$ cat src/rtl/can_asm_pkg.sv
package can_asm_pkg;
  typedef enum logic [1:0] {
    W_ID   = 2'd0,
    W_DLC  = 2'd1,
    W_DAT1 = 2'd2,
    W_DAT2 = 2'd3
  } word_sel_e;

  localparam int WORDS_PER_FRAME = 4;
  localparam int WORD_W          = 32;

  typedef struct packed {
    logic [WORD_W-1:0] id;
    logic [WORD_W-1:0] dlc;
    logic [WORD_W-1:0] d1;
    logic [WORD_W-1:0] d2;
  } frame_t;
endpackage

$ cat src/rtl/word_fifo.sv
module word_fifo #(
  parameter int W     = 32,
  parameter int DEPTH = 16,
  localparam int AW   = $clog2(DEPTH),
  localparam int CW   = AW + 1
) (
  input  logic           clk,
  input  logic           rst_n,
  input  logic           push,
  input  logic [W-1:0]   push_data,
  input  logic [2:0]     pop_n,
  output logic [4*W-1:0] head_flat,
  output logic [CW-1:0]  count,
  output logic           full
);
  logic [W-1:0]  mem [DEPTH];
  logic [AW-1:0] rd_ptr, wr_ptr;
  logic          push_ok;

  assign full    = (count == CW'(DEPTH));
  assign push_ok = push && !full;

  always_ff @(posedge clk) begin
    if (push_ok) mem[wr_ptr] <= push_data;
  end

  always_ff @(posedge clk or negedge rst_n) begin
    if (!rst_n) begin
      rd_ptr <= '0;
      wr_ptr <= '0;
      count  <= '0;
    end else begin
      if (push_ok) wr_ptr <= wr_ptr + AW'(1);
      rd_ptr <= rd_ptr + AW'(pop_n);
      count  <= count + CW'(push_ok) - CW'(pop_n);
    end
  end

  for (genvar i = 0; i < 4; i++) begin : g_head
    assign head_flat[i*W +: W] = mem[rd_ptr + AW'(i)];
  end

  assert_no_underflow_R10: assert property (@(posedge clk) disable iff (!rst_n)
    (pop_n != 3'd0) |-> (CW'(pop_n) <= count));

  assert_count_bound_R12: assert property (@(posedge clk) disable iff (!rst_n)
    count <= CW'(DEPTH));
endmodule

$ cat src/rtl/shadow_regs.sv
module shadow_regs
  import can_asm_pkg::*;
#(
  parameter int W = 32
) (
  input  logic         clk,
  input  logic         rst_n,
  input  logic         wr,
  input  logic [1:0]   word,
  input  logic [W-1:0] data,
  output logic [W-1:0] sh_id,
  output logic [W-1:0] sh_dlc,
  output logic [W-1:0] sh_d1
);
  always_ff @(posedge clk or negedge rst_n) begin
    if (!rst_n) begin
      sh_id  <= '0;
      sh_dlc <= '0;
      sh_d1  <= '0;
    end else if (wr) begin
      case (word_sel_e'(word))
        W_ID:    sh_id  <= data;
        W_DLC:   sh_dlc <= data;
        W_DAT1:  sh_d1  <= data;
        default: ;
      endcase
    end
  end
endmodule

$ cat src/rtl/frame_builder.sv
module frame_builder
  import can_asm_pkg::*;
(
  input  logic [1:0]          residue,
  input  logic [4*WORD_W-1:0] head_flat,
  input  logic [WORD_W-1:0]   sh_id,
  input  logic [WORD_W-1:0]   sh_dlc,
  input  logic [WORD_W-1:0]   sh_d1,
  output frame_t              frame,
  output logic [2:0]          pop_n,
  output logic                patched
);
  logic [WORD_W-1:0] hw   [4];
  logic [WORD_W-1:0] shv  [4];
  logic [WORD_W-1:0] slot [4];
  logic [2:0]        skip;

  for (genvar i = 0; i < 4; i++) begin : g_split
    assign hw[i] = head_flat[i*WORD_W +: WORD_W];
  end

  assign shv[0] = sh_id;
  assign shv[1] = sh_dlc;
  assign shv[2] = sh_d1;
  assign shv[3] = '0;

  always_comb begin
    patched = (residue != 2'd0);
    skip    = patched ? (3'd4 - {1'b0, residue}) : 3'd0;
    pop_n   = patched ? {1'b0, residue} : 3'd4;
    for (int j = 0; j < 4; j++) begin
      if (3'(j) < skip) slot[j] = shv[j];
      else              slot[j] = hw[2'(j - int'(skip))];
    end
    frame.id  = slot[0];
    frame.dlc = slot[1];
    frame.d1  = slot[2];
    frame.d2  = slot[3];
  end
endmodule

$ cat src/rtl/can_tx_assembler.sv
module can_tx_assembler
  import can_asm_pkg::*;
#(
  parameter int NQ_DEPTH = 16,
  parameter int HP_DEPTH = 4,
  localparam int MAXD    = (NQ_DEPTH > HP_DEPTH) ? NQ_DEPTH : HP_DEPTH,
  localparam int CNTW    = $clog2(MAXD) + 1
) (
  input  logic        clk,
  input  logic        rst_n,
  input  logic        wr_en,
  input  logic        wr_queue,
  input  logic [1:0]  wr_word,
  input  logic [31:0] wr_data,
  input  logic        loopback,
  output logic        nq_full,
  output logic        hp_full,
  output logic        frm_valid,
  input  logic        frm_ready,
  output logic [31:0] frm_id,
  output logic [31:0] frm_dlc,
  output logic [31:0] frm_data1,
  output logic [31:0] frm_data2,
  output logic        frm_prio,
  output logic        frm_loop,
  output logic        frm_patched
);
  logic [CNTW-1:0]     cnt_w  [2];
  logic [CNTW-1:0]     cmt_w  [2];
  logic [4*WORD_W-1:0] head_w [2];
  logic [WORD_W-1:0]   shi_w  [2];
  logic [WORD_W-1:0]   shl_w  [2];
  logic [WORD_W-1:0]   shd_w  [2];
  logic                full_w [2];
  logic                rdy_w  [2];

  logic       sel, go, out_free, b_patched;
  logic [2:0] b_pop;
  frame_t     b_frame, out_frame;

  for (genvar q = 0; q < 2; q++) begin : g_queue
    localparam int DQ = (q == 1) ? HP_DEPTH : NQ_DEPTH;
    localparam int QW = $clog2(DQ) + 1;
    logic          push, d2_commit, taken;
    logic [QW-1:0] cnt_l;

    assign push      = wr_en && (wr_queue == 1'(q));
    assign d2_commit = push && !full_w[q] && (wr_word == W_DAT2);
    assign taken     = go && (sel == 1'(q));
    assign cnt_w[q]  = CNTW'(cnt_l);
    assign rdy_w[q]  = (cmt_w[q] != '0) && (cnt_w[q] != '0);

    word_fifo #(.W(WORD_W), .DEPTH(DQ)) u_fifo (
      .clk(clk), .rst_n(rst_n), .push(push), .push_data(wr_data),
      .pop_n(taken ? b_pop : 3'd0), .head_flat(head_w[q]),
      .count(cnt_l), .full(full_w[q])
    );

    shadow_regs #(.W(WORD_W)) u_shadow (
      .clk(clk), .rst_n(rst_n), .wr(push), .word(wr_word), .data(wr_data),
      .sh_id(shi_w[q]), .sh_dlc(shl_w[q]), .sh_d1(shd_w[q])
    );

    always_ff @(posedge clk or negedge rst_n) begin
      if (!rst_n) cmt_w[q] <= '0;
      else        cmt_w[q] <= cmt_w[q] + CNTW'(d2_commit) - CNTW'(taken);
    end
  end

  assign nq_full  = full_w[0];
  assign hp_full  = full_w[1];
  assign out_free = !frm_valid || frm_ready;
  assign sel      = rdy_w[1];
  assign go       = out_free && (rdy_w[0] || rdy_w[1]);

  frame_builder u_build (
    .residue(cnt_w[sel][1:0]), .head_flat(head_w[sel]),
    .sh_id(shi_w[sel]), .sh_dlc(shl_w[sel]), .sh_d1(shd_w[sel]),
    .frame(b_frame), .pop_n(b_pop), .patched(b_patched)
  );

  always_ff @(posedge clk or negedge rst_n) begin
    if (!rst_n) begin
      frm_valid   <= 1'b0;
      out_frame   <= '0;
      frm_prio    <= 1'b0;
      frm_loop    <= 1'b0;
      frm_patched <= 1'b0;
    end else if (go) begin
      frm_valid   <= 1'b1;
      out_frame   <= b_frame;
      frm_prio    <= sel;
      frm_loop    <= loopback;
      frm_patched <= b_patched;
    end else if (frm_ready) begin
      frm_valid   <= 1'b0;
    end
  end

  assign frm_id    = out_frame.id;
  assign frm_dlc   = out_frame.dlc;
  assign frm_data1 = out_frame.d1;
  assign frm_data2 = out_frame.d2;

  assert_hold_R9: assert property (@(posedge clk) disable iff (!rst_n)
    (frm_valid && !frm_ready) |=> (frm_valid && $stable(frm_id) && $stable(frm_dlc)
      && $stable(frm_data1) && $stable(frm_data2) && $stable(frm_prio)
      && $stable(frm_patched)));

  assert_prio_first_R8: assert property (@(posedge clk) disable iff (!rst_n)
    (go && cmt_w[1] != '0) |=> frm_prio);

  assert_commit_first_R2: assert property (@(posedge clk) disable iff (!rst_n)
    $rose(frm_valid) |-> ($past(cmt_w[0]) != '0 || $past(cmt_w[1]) != '0));
endmodule

$ cat config.mk
export PLATFORM = sky130hd
export DESIGN_NAME = can_tx_assembler
export DESIGN_NICKNAME = d
export VERILOG_FILES = /design/src/rtl/can_asm_pkg.sv /design/src/rtl/word_fifo.sv /design/src/rtl/shadow_regs.sv /design/src/rtl/frame_builder.sv /design/src/rtl/can_tx_assembler.sv
export SDC_FILE = /design/constraint.sdc
export NUM_CORES = 2
export LEC_CHECK = 0
export BUFFER_PORTS_ARGS = -buffer_cell sky130_fd_sc_hd__buf_2
export CAP_MARGIN = 20
export CORE_MARGIN = 2
export CORE_UTILIZATION = 46
export DETAILED_ROUTE_END_ITERATION = 16
export PLACE_DENSITY = 0.71
export REMOVE_ABC_BUFFERS = 1
export SLEW_MARGIN = 40
export SYNTH_ARGS = -nofsm -noshare
export SYNTH_HDL_FRONTEND = slang
export SYNTH_SLANG_ARGS = --single-unit
$ cat constraint.sdc
create_clock -name clk -period 4.5 [get_ports clk]
set_input_delay 0.45 -clock clk [delete_from_list [all_inputs] [get_ports clk]]
set_output_delay 0.45 -clock clk [all_outputs]
set_load 0.02 [all_outputs]
# --- Word-level counts from Yosys, hierarchy flattened ---
# Memories as Yosys holds them, arrays and structs flattened.
# Cells that the tools add are included.
word_totals:
  ff_bits: 354
  mem_bits_rw: 640
  in_bits: 40
  output_inout_bits: 134
  word_cells: 138
  mem_count: 2
op_classes:
  add_sub_neg: 23
  magnitude_cmp: 9
  eq_ne: 5
  muxes: 41
  n_bitwise: 7
  reduce_logical: 29
memory_table:
  columns: ["memory", "depth", "word_bits", "rd", "rd_clocked_by_memory_dff", "write_ports", "line", "text"]
  rows:
  - ["g_queue[0].u_fifo.mem", 16, 32, 4, 0, 1, "word_fifo.sv:16", "logic [W-1:0] mem [DEPTH];"]
  - ["g_queue[1].u_fifo.mem", 4, 32, 4, 0, 1, "word_fifo.sv:16", null]
ops:
  columns: ["cell", "n"]
  rows:
  - ["$mux W32", 21]
  - ["$mux W128", 3]
  - ["$bmux W32 S2", 4]
  - ["$reduce_bool A5 Y1", 4]
  - ["$add A5 B1 Y5", 3]
  - ["$ge A2 B3 Y1 const B", 4]
  - ["$mux W3", 4]
  - ["$reduce_and A2 Y1", 6]
  - ["$logic_and A1 B1 Y1", 11]
  - ["$sub A5 B1 Y5", 2]
  - ["$add A4 B1 Y4 const B", 2]
  - ["$add A4 B2 Y4 const B", 2]
  - ["$not A2 Y2", 4]
  - ["$lt A1 B3 Y1 const A", 2]
  - ["$lt A2 B3 Y1 const A", 2]
  - ["$mux W1", 6]
  - ["$mux W2", 3]
  - ["$eq A5 B5 Y1 const B", 1]
  - ["$sub A5 B3 Y5", 1]
  - ["$add A2 B1 Y2 const B", 2]
  - ["$add A2 B2 Y2 const B", 2]
  - ["$add A4 B3 Y4", 1]
  - ["$eq A2 B2 Y1 const B", 2]
  - ["$reduce_bool A2 Y1", 2]
  - ["14 further kinds", 20]

# --- Depth between registers and ports, before layout ---
logic_depth:
  ltp_word: 14
  ltp_mapped: 17

# --- By module ---
# Synthesis repeated with hierarchy kept, for this count alone.
unflattened:
  cells_unflattened: 4456
  area_unflattened_um2: 59358.2
by_module_without_submodules:
  columns: ["module", "n_inst", "cells_per_inst", "area_per_inst_um2"]
  rows:
  - ["word_fifo (g_queue[0].u_fifo)", 1, 2136, 32062.0]
  - ["can_tx_assembler", 1, 1084, 8760.9]
  - ["word_fifo (g_queue[1].u_fifo)", 1, 326, 7442.1]
  - ["shadow_regs", 2, 204, 3626.0]
  - ["frame_builder", 1, 502, 3841.2]

# --- Least setup slack after synthesis ---
# No wires, ideal clock.
synth_timing:
  path_type: "register to register"
  from: "register g_queue[0].u_fifo.rd_ptr[1]"
  to: "register out_frame (netlist bit frm_id[21])"
  setup_ns: 0.111
  arrival_ns: 3.576
  setup_slack_ns: 0.812
  path_stages_with_launch: 16
  path_buffers: 9
  period_less_slack_ns: 3.688
  path_cell_list: "dfrtp_1 -> buf_4 -> buf_4 -> buf_6 -> buf_4 -> buf_2 -> inv_1 -> ha_1 -> buf_2 -> buf_2 -> buf_2 -> clkbuf_1 -> mux2i_1 -> a211oi_2 -> nor3_1 -> a2111oi_2"
synth_via:
  elab_chain_len: 9
synth_rtl:
  columns: ["item", "line", "text"]
  rows:
  - ["from (decl)", "word_fifo.sv:17", "logic [AW-1:0] rd_ptr, wr_ptr;"]
  - ["from (signal assigned)", "word_fifo.sv:34", "rd_ptr <= rd_ptr + AW'(pop_n);"]
  - ["$add A4 B2 Y4 or $add A4 B1 Y4 (tied branches)", "word_fifo.sv:40", "assign head_flat[i*W +: W] = mem[rd_ptr + AW'(i)];"]
  - ["$mem_v2 Z16 W32 *", null, null]
  - ["$mux W128 (not written as such) * (3 in series)", "can_tx_assembler.sv:77", ".residue(cnt_w[sel][1:0]), .head_flat(head_w[sel]),"]
  - ["$bmux W32 S2 *", "frame_builder.sv:33", "else slot[j] = hw[2'(j - int'(skip))];"]
  - ["$mux W32 (not written as such) * (2 in series)", "frame_builder.sv:33", null]
  - ["$mux W32 *", "frame_builder.sv:32", "if (3'(j) < skip) slot[j] = shv[j];"]
  - ["to (signal assigned)", "can_tx_assembler.sv:91", "out_frame <= b_frame;"]
  - ["to (decl)", "can_tx_assembler.sv:39", "frame_t b_frame, out_frame;"]
# Mark *: on every way between the ends. The rest lies on a longest branch, timed or not. The select of a mux whose other input is x is not followed.
# A chain may end at the register's enable or synchronous reset.

# --- Worst setup path after layout ---
layout_timing:
  from: "register cmt_w[2] (netlist name)"
  to: "register out_frame (netlist bit frm_data1[22])"
layout_via:
  elab_chain_len: 14
layout_rtl:
  columns: ["item", "line", "text"]
  rows:
  - ["from (decl)", "can_tx_assembler.sv:29", "logic [CNTW-1:0] cmt_w [2];"]
  - ["from (signal, indexed assignment)", "can_tx_assembler.sv:66", "else cmt_w[q] <= cmt_w[q] + CNTW'(d2_commit) - CNTW'(taken);"]
  - ["$reduce_bool A5 Y1 *", "can_tx_assembler.sv:51", "assign rdy_w[q] = (cmt_w[q] != '0) && (cnt_w[q] != '0);"]
  - ["$logic_and A1 B1 Y1 *", "can_tx_assembler.sv:51", null]
  - ["$not A1 Y2 (not written as such)", "can_tx_assembler.sv:77, can_tx_assembler.sv:78", null]
  - ["$mux W2 (not written as such) (3 in series)", "can_tx_assembler.sv:77", null]
  - ["$sub A3 B2 Y3 or $reduce_bool A2 Y1 (tied branches)", "frame_builder.sv:29, frame_builder.sv:28", null]
  - ["$mux W3", "frame_builder.sv:29", "skip = patched ? (3'd4 - {1'b0, residue}) : 3'd0;"]
  - ["$sub A2 B2 Y2", "frame_builder.sv:33", null]
  - ["$not A2 Y2 (not written as such)", "frame_builder.sv:33", null]
  - ["$bmux W32 S2", "frame_builder.sv:33", null]
  - ["$mux W32 (not written as such) (2 in series)", "frame_builder.sv:33", null]
  - ["$mux W32", "frame_builder.sv:32", null]
# Marks and branches as above.

==> metrics.yaml <==
outcome:
  status: "finished, final reports clean"
layout:
  final.fill_count: 10495
  drive_above_1_share_pct: 26.7
  nets: 4674
  finalNonFillerCells: 6346
  area_growth_pct: 11.9
floorplan:
  die_area_sq_um: 130000
  fp.dieW_um: 361
  initial_utilization_pct: 46.2
  fp.dieH_um: 361
  fp-row-count: 131
  ios: 174
  coreArea_sq_um: 127000
cts:
  cts-root-buf: "clkbuf_16"
  cts_resized: 0
  clk_pin_slew_ns: 0.07
  cts_buffers: 105
  cts_tree: "built"
  htreeDepth: 3
  cts_num_sinks: 994
  clock_latency_ns: 0.76
  cts_max_path_buffers: 3
pwr:
  ir_worst_vdd_v: 0.00119
  powerDensity_nw_per_um2: 856
  cellLeakagePower_uw: 0.0243
setup_path:
  cp-start-kind: "flop"
  worstPathArrival_ns: 4.61
  cp_max_fo: 12
  end_kind: "flop"
  worstPathRequired_ns: 5.12
  path_class: "reg -> reg"
placement:
  port-buffer-count: 173
  dp_slack_ns: 0.753
  routabilityCongestion: 0.933
  dp_cells: 6141
  hpwlAfterDp_um: 126000
logic_synthesis:
  synthTopCellsByArea: "edfxtp_1, dfrtp_1, mux4_2"
  ys_seq_elements: 994
  synth_ff_type: "edfxtp_1"
  synth.avg_cell_area_sq_um: 12.9
  synthTopCellsByCount: "edfxtp_1, mux2i_1, dfrtp_1, mux4_2, nand3_1"
  synth_largest_area_cell: "edfxtp_1"
  netlist_instances: 4564
  yosys.cell_types.count: 67
  synth-edff-count: 640
  async_flop_share_pct: 35.6
  synth_seq_area_share_pct: 47.9
  yosysTopAreaCellShare_pct: 32.8
  synth_warnings: 0
  netlist_area_sq_um: 58700
  synth_most_common_cell: "edfxtp_1"
route:
  vias: 46069
  wl_per_cell_um: 33.0
  top_layer: "met5"
  ant_nets: 0
  wl_met3_um: 30100
  drc_errors: 0
  dr.pass1.iters: 10
  drt-met1-wl_um: 75700
  drt_iter0_drc: 7226
  route.met2.wl_um: 91300
  routed_wirelength_um: 209000
  viasPerCell: 7.26
hold_path:
  hold_class: "in -> reg"
timing:
  min_period_ns: 3.99
  timing.fmax_ghz: 0.251
  drv_slew: 0
  tightest_slew_ns: 0.955
  rsz0062_at_grt: "no"
  period_share_pct: 88.6
  clock_skew_ns: 0.0304
  layout_setup_ws_ns: 0.514
  relSlewSlack_pct: 36.3
  finalSetupViolCount: 0
  hold_viol: 0
global_route:
  grtUsageTotal_pct: 31.4
  grt_max_degree: 143
  grt_overflow: 0
  antenna_found_initial: 5
  grt_pass1_wl_um: 302000
  grt_pass1_vias: 44254
run:
  cap_viol_max_count: 0
worst paths after layout:
path | startpoint | endpoint | slack [ns] | depth (start not counted)
max in group asynchronous | rst_n | g_queue[1].u_shadow.sh_dlc[11] | 3.04 | 3
min in group asynchronous | rst_n | g_queue[0].u_fifo.count[3] | 0.31 | 2
setup reg to reg | cmt_w[2] | frm_data1[22] | 0.51 | 14
hold / removal | wr_data[1] | g_queue[0].u_fifo.mem[6][1] | 0.15 | 1
hold reg to reg | frm_loop | frm_loop | 0.48 | 2
setup / recovery | cmt_w[2] | frm_data1[22] | 0.51 | 14
report_power, final:
part           total (uW)  switching (uW)  internal [uW]
Combinational       34500           21300          13200
Sequential          12700            1360          11300
Clock                9010            3880           5130
Total               56200           26500          29600
routing by layer:
| layer | up-vias | GRT usage, % |
|---|---|---|
| li1 | 18479 | - |
| met3 | 868 | 8.88 |
| met5 | - | 0 |
| met2 | 3734 | 46.9 |
| met4 | 6 | 15.6 |
| met1 | 22982 | 42.0 |
kinds of logic after synthesis:
group                      synth area share [%]
muxes                                      28.1
and+or+nand+nor                            9.00
DFF                                        47.9
AOI/OAI and AO/OA                          10.3
buffers and inverters                      3.30
adders and majority gates                  1.00
xor gates and xnor gates                  0.433
other                                    0.0128
critical path, cell delays in order, from the launching register on:
cell,delay [ns]
dfrtp_1,0.38
inv_1,0.10
ha_1,0.18
or4b_4,0.59
a21boi_0,0.20
buf_4,0.17
nor2_1,0.09
ha_2,0.22
inv_1,0.07
o2111ai_1,0.23
a22oi_2,0.37
nand2_1,0.58
buf_4,0.40
o32ai_1,0.16
a211oi_1,0.09
cells in the final DEF, fill, tap and decap left out, types with 71 or more instances in the layout:
master,count
a21oi_1,75
nor2_1,142
nand3_1,335
a221oi_1,81
nand4_1,71
o211ai_1,76
dfrtp_1,349
buf_4,131
mux4_2,351
mux2_2,276
a22oi_1,103
mux2i_1,545
buf_2,172
edfxtp_1,640
o21ai_0,96
nand2_1,257
clkbuf_16,111
final cells by class:
type                            instances  area (sq um)  share of cell area, %
Clock buffer                          152          3080                   4.70
Timing Repair Buffer                  353          2820                   4.29
Sequential cell                       994         28100                   42.8
Antenna cell                            2          5.00                0.00763
Tap cell                             1662          2080                   3.17
Inverter                               32           128                  0.195
Clock inverter                         47           465                  0.709
Multi-Input combinational cell       3104         28900                   44.1
sequential cells by signal, indices dropped and copies added (netlist names):
name / count
cmt_w: 10
frm_data1: 32
frm_data2: 32
frm_dlc: 32
frm_id: 32
frm_loop: 1
frm_patched: 1
frm_prio: 1
frm_valid: 1
g_queue.u_fifo.count: 8
g_queue.u_fifo.mem: 640
g_queue.u_fifo.rd_ptr: 6
g_queue.u_fifo.wr_ptr: 6
g_queue.u_shadow.sh_d1: 64
g_queue.u_shadow.sh_dlc: 64
g_queue.u_shadow.sh_id: 64
per-stage QoR:
step	hold slack (ns)	TNS [ns]	total power (uW)	utilization, %	cell area, sq um
3_5_place_dp	0.467	0	46000	48.8	62000
2_1_floorplan	0.154	-3308.60	30500	-	56800
4_1_cts	0.105	0	55100	51.6	65500
5_1_grt	0.155	0	58000	51.6	65600
3_3_place_gp	0.458	0	45500	48.7	61900
6_report	0.148	0	56200	51.6	65600
what timing repair did:
item	in CTS	in global routing
buffers inserted	0	0
endpoints found under the hold margin	74	0
hold buffers	2	0
Power figures use the tool's default switching activity.
